<file path="src/rtl/instr_ctrl_pkg.sv">
package instr_ctrl_pkg;

  localparam int OPC_W    = 6;
  localparam int FUNCT_W  = 6;
  localparam int FN_KEY_W = 4;
  localparam int ALU_FN_W = 4;
  localparam int N_RFN    = 5;

  typedef enum logic [1:0] {
    CLS_ADDR = 2'b00,
    CLS_CMP  = 2'b01,
    CLS_REG  = 2'b10
  } alu_class_e;

  typedef struct packed {
    logic       dst_rd;
    logic       imm;
    logic       wb_mem;
    logic       rf_we;
    logic       dm_re;
    logic       dm_we;
    logic       br;
    logic       jmp;
    alu_class_e cls;
  } ctl_t;

  localparam logic [OPC_W-1:0] OPC_REG   = 6'b000000;
  localparam logic [OPC_W-1:0] OPC_LOAD  = 6'b100011;
  localparam logic [OPC_W-1:0] OPC_STORE = 6'b101011;
  localparam logic [OPC_W-1:0] OPC_BEQ   = 6'b000100;
  localparam logic [OPC_W-1:0] OPC_JMP   = 6'b000010;

  localparam logic [ALU_FN_W-1:0] FN_ADD = 4'b0010;
  localparam logic [ALU_FN_W-1:0] FN_SUB = 4'b0110;
  localparam logic [ALU_FN_W-1:0] FN_AND = 4'b0000;
  localparam logic [ALU_FN_W-1:0] FN_OR  = 4'b0001;
  localparam logic [ALU_FN_W-1:0] FN_SLT = 4'b0111;

  localparam logic [FN_KEY_W-1:0] RFN_KEY [N_RFN] = '{4'b0000, 4'b0010, 4'b0100, 4'b0101, 4'b1010};
  localparam logic [ALU_FN_W-1:0] RFN_VAL [N_RFN] = '{FN_ADD, FN_SUB, FN_AND, FN_OR, FN_SLT};

  localparam ctl_t CTL_NONE = '{dst_rd: 1'b0, imm: 1'b0, wb_mem: 1'b0, rf_we: 1'b0,
                                dm_re: 1'b0, dm_we: 1'b0, br: 1'b0, jmp: 1'b0, cls: CLS_ADDR};

endpackage

</file>
<file path="src/rtl/instr_opc_table.sv">
module instr_opc_table
  import instr_ctrl_pkg::*;
(
  input  logic [OPC_W-1:0] opcode,
  output ctl_t             ctl,
  output logic             known
);

  always_comb begin
    ctl   = CTL_NONE;
    known = 1'b1;
    unique case (opcode)
      OPC_REG: begin
        ctl.dst_rd = 1'b1;
        ctl.rf_we  = 1'b1;
        ctl.cls    = CLS_REG;
      end
      OPC_LOAD: begin
        ctl.imm    = 1'b1;
        ctl.wb_mem = 1'b1;
        ctl.rf_we  = 1'b1;
        ctl.dm_re  = 1'b1;
      end
      OPC_STORE: begin
        ctl.imm   = 1'b1;
        ctl.dm_we = 1'b1;
      end
      OPC_BEQ: begin
        ctl.br  = 1'b1;
        ctl.cls = CLS_CMP;
      end
      OPC_JMP: begin
        ctl.jmp = 1'b1;
      end
      default: begin
        known = 1'b0;
      end
    endcase
  end

endmodule

</file>
<file path="src/rtl/instr_fn_table.sv">
module instr_fn_table
  import instr_ctrl_pkg::*;
#(
  parameter int KEY_W = FN_KEY_W,
  parameter int OUT_W = ALU_FN_W,
  parameter int N_KEY = N_RFN
) (
  input  alu_class_e       cls,
  input  logic [KEY_W-1:0] fn_key,
  output logic [OUT_W-1:0] alu_fn,
  output logic             fn_ok
);

  logic [N_KEY-1:0] hit;
  logic [OUT_W-1:0] reg_fn;

  for (genvar g = 0; g < N_KEY; g++) begin : g_key
    assign hit[g] = (fn_key == RFN_KEY[g]);
  end

  always_comb begin
    reg_fn = FN_ADD;
    for (int k = 0; k < N_KEY; k++) begin
      if (hit[k]) reg_fn = RFN_VAL[k];
    end
  end

  always_comb begin
    fn_ok  = 1'b1;
    alu_fn = FN_ADD;
    if (cls[0]) begin
      alu_fn = FN_SUB;
    end else if (cls[1]) begin
      alu_fn = reg_fn;
      fn_ok  = |hit;
    end
  end

endmodule

</file>
<file path="src/rtl/instr_write_gate.sv">
module instr_write_gate
  import instr_ctrl_pkg::*;
(
  input  ctl_t ctl_in,
  input  logic block,
  output ctl_t ctl_out
);

  always_comb begin
    ctl_out = ctl_in;
    if (block) begin
      ctl_out.rf_we = 1'b0;
      ctl_out.dm_re = 1'b0;
      ctl_out.dm_we = 1'b0;
      ctl_out.br    = 1'b0;
      ctl_out.jmp   = 1'b0;
    end
  end

endmodule

</file>
<file path="src/rtl/instr_ctrl_decoder.sv">
module instr_ctrl_decoder
  import instr_ctrl_pkg::*;
(
  input  logic [5:0] i_opcode,
  input  logic [5:0] i_funct,
  output logic       o_dst_from_rd,
  output logic       o_operand_imm,
  output logic       o_wb_from_mem,
  output logic       o_rf_we,
  output logic       o_dm_re,
  output logic       o_dm_we,
  output logic       o_is_branch,
  output logic       o_is_jump,
  output logic [1:0] o_alu_class,
  output logic [3:0] o_alu_fn,
  output logic       o_illegal
);

  ctl_t                  raw_ctl;
  ctl_t                  safe_ctl;
  logic                  opc_known;
  logic                  fn_ok;
  logic [ALU_FN_W-1:0]   fn_code;
  logic                  illegal;
  logic [FUNCT_W-FN_KEY_W-1:0] funct_hi_unused;

  assign funct_hi_unused = i_funct[FUNCT_W-1:FN_KEY_W];

  instr_opc_table u_opc (
    .opcode (i_opcode),
    .ctl    (raw_ctl),
    .known  (opc_known)
  );

  instr_fn_table #(
    .KEY_W (FN_KEY_W),
    .OUT_W (ALU_FN_W),
    .N_KEY (N_RFN)
  ) u_fn (
    .cls    (raw_ctl.cls),
    .fn_key (i_funct[FN_KEY_W-1:0]),
    .alu_fn (fn_code),
    .fn_ok  (fn_ok)
  );

  assign illegal = ~opc_known | ~fn_ok;

  instr_write_gate u_gate (
    .ctl_in  (raw_ctl),
    .block   (illegal),
    .ctl_out (safe_ctl)
  );

  assign o_dst_from_rd = safe_ctl.dst_rd;
  assign o_operand_imm = safe_ctl.imm;
  assign o_wb_from_mem = safe_ctl.wb_mem;
  assign o_rf_we       = safe_ctl.rf_we;
  assign o_dm_re       = safe_ctl.dm_re;
  assign o_dm_we       = safe_ctl.dm_we;
  assign o_is_branch   = safe_ctl.br;
  assign o_is_jump     = safe_ctl.jmp;
  assign o_alu_class   = safe_ctl.cls;
  assign o_alu_fn      = fn_code;
  assign o_illegal     = illegal;

endmodule

</file>
<file path="config.mk">
export PLATFORM = sky130hd
export DESIGN_NAME = instr_ctrl_decoder
export DESIGN_NICKNAME = d
export VERILOG_FILES = /design/src/rtl/instr_ctrl_pkg.sv /design/src/rtl/instr_opc_table.sv /design/src/rtl/instr_fn_table.sv /design/src/rtl/instr_write_gate.sv /design/src/rtl/instr_ctrl_decoder.sv
export SDC_FILE = /design/constraint.sdc
export NUM_CORES = 1
export LEC_CHECK = 0
export BUFFER_PORTS_ARGS = -buffer_cell sky130_fd_sc_hd__buf_4
export CAP_MARGIN = 30
export CORE_AREA = 2 2 39 41
export DETAILED_ROUTE_END_ITERATION = 10
export DIE_AREA = 0 0 41 43
export PLACE_DENSITY_LB_ADDON = 0.08
export SETUP_SLACK_MARGIN = 0.1
export SKIP_LAST_GASP = 1
export SLEW_MARGIN = 5
export SYNTH_ARGS = -nofsm -noshare
export SYNTH_HDL_FRONTEND = slang
export SYNTH_SLANG_ARGS = --single-unit
export TNS_END_PERCENT = 100
</file>
<file path="constraint.sdc">
create_clock -name vclk -period 2.2
set_clock_uncertainty 0.15 [all_clocks]
set_input_delay 0.44 -clock vclk [all_inputs]
set_output_delay 0.44 -clock vclk [all_outputs]
set_load 0.005 [all_outputs]
</file>
==> flow_summary.yaml <==
timing:
  final_hold_viol_count: 0
  rsz0062_at_grt: "true"
  worst_slack_ns: 0.0545
  slew_viol_final: 0
  max_freq_ghz: 0.466
  setup_viol: 0
  fin_hold_ws_ns: 1.01
  period_needed_ns: 2.15
  setup_tns_ns: 0
  fin_crit_sh: 0.975
power:
  power_frac_comb: 1.000
  p_int_mw: 0.0271
  max-vdd-ir-drop_v: 0.0000436
  seqPwrFrac: 0
  p_leak_nw: 0.197
  power_switching_mw: 0.0209
  switching_share: 0.436
  powerDensity_nw_per_um2: 113
  clockPowerShare: 0
floorplanning:
  core_um2: 1380
  die_x_um: 41
  initial_core_util: 0.151
  dieArea_um2: 1760
  placementRows: 14
  die_y_um: 43
  pin_count: 27
final_layout:
  postLayoutCoreUtil: 0.308
  design.seq.count: 0
  syn2layout_area_growth_pct: 104
  finalNetCount: 70
  num_antenna_cells: 0
  clkbuf_count: 0
  seqCellArea_um2: 0
  drive_gt1_frac: 0.554
  fin_cells: 72
synthesis:
  syn_avg_cell_area_um2: 6.53
  netlist.area_leader.share: 0.0898
  yosysWarnings: 0
  synth_nets: 44
  synth.area.top_cells: "and2_1, nor3_4, nor3_1"
  syn_area_um2: 209
  yosysSeqAreaShare: 0
  yosysTopAreaCell: "and2_1"
  synth_cell_types: 20
  synth_cells: 32
global_route:
  met2_usage: 0.122
  grt.busiest_layer: "met1"
  grt_pass1_vias: 251
  antenna_found_initial: 0
  use_met1: 0.133
  grt_max_degree: 9
  grtUsageTotal: 0.0810
  grt_pass1_wl_um: 1080
  globalRouteMet3Util: 0
  grt.overflow.total: 0
placed_design:
  place_hpwl_um: 577
  port_buffers: 24
  gp_congestion: 0.616
  preCtsSetupSlack_ns: 0.0159
  dpl.cell_count: 72
worst_setup_path:
  cp_max_fo: 5
  arrival_ns: 1.56
  end_kind: "output pin"
  crit_type: "in2out"
  start_kind: "primary input"
  required_ns: 1.61
  cp-startpoint: "i_opcode[1]"
detailed_routing:
  drtIter0Drc: 5
  detail-route-antenna-nets: 0
  first_pass_iters: 2
  wl_per_cell_um: 9.13
  via_per_inst: 4.29
  drc: 0
  via_count: 309
  wl_um: 657
status:
  outcome: "completed"
run:
  cap_violations: 0
clock_tree:
  hold_buffers: 0
min_path:
  hold_start: "i_opcode[5]"
  hold_path.class: "in2out"
synth_stat cells (2+ instances only):
library cell and n:
and2_1 3, nor3b_1 2, nand3_1 2, nand2b_1 2, nand2_1 3, nor3_1 3
nor2_1 3, buf_4 2
repair_timing:
item	4_1_cts	5_1_grt
pin swaps	1	1
cloned	0	0
resized for setup	3	1
setup endpoints to repair	3	7
buffers inserted	0	0
power groups by stage:
stage	clock network (mW)	logic, mW	registers [mW]
2_1_floorplan	0	0.0163	0
3_3_place_gp	0	0.0468	0
3_5_place_dp	0	0.0462	0
4_1_cts	0	0.0481	0
5_1_grt	0	0.0537	0
6_report	0	0.0480	0
worst paths after layout:
check / to / cells after the start
max: o_alu_fn[0] / 5
min: o_is_jump / 3
worst max-delay path: stages:
cell     delay [ns]
buf_6          0.09
or4_4          0.55
nor3_4         0.20
and2b_2        0.17
buf_4          0.10
cell families (layout without fill, tap and decap cells):
group	after synthesis	count (layout)	synth area share
and+or+nand+nor	24	24	0.725
buffers and inverters	2	26	0.0718
AOI/OAI and AO/OA	5	5	0.186
other	1	1	0.0179
area by class of cell:
class	instances	area [um^2]
fillers	168	957
repair buffers	26	206
well taps	16	20.0
multi-input cells	30	200
routing by layer:
metal | vias up | wire (um)
met3 | 0 | 70
met4 | 0 | 0
met5 | - | 0
li1 | 168 | -
met1 | 124 | 286
met2 | 17 | 300
through the flow:
stage / power (mW) / cell area, um^2
2_1_floorplan: 0.0163 / 209
3_3_place_gp: 0.0468 / 409
3_5_place_dp: 0.0462 / 409
4_1_cts: 0.0481 / 420
5_1_grt: 0.0537 / 427
6_report: 0.0480 / 427
cells in the final DEF (no fill, tap or decap), drive strengths merged:
cell type | netlist | routed
a211o | 1 | 1
or3 | 1 | 1
and2 | 3 | 3
conb | 1 | 1
nand4 | 1 | 1
buf | 2 | 26
nor3b | 2 | 2
o21a | 1 | 1
a21oi | 1 | 1
a2bb2oi | 1 | 1
nand2b | 2 | 2
or4 | 1 | 1
and2b | 1 | 1
nor3 | 4 | 4
nand2 | 3 | 3
nor4b | 1 | 1
nor2 | 3 | 3
a22oi | 1 | 1
nand3 | 2 | 2
(Power assumes the default switching activity.)
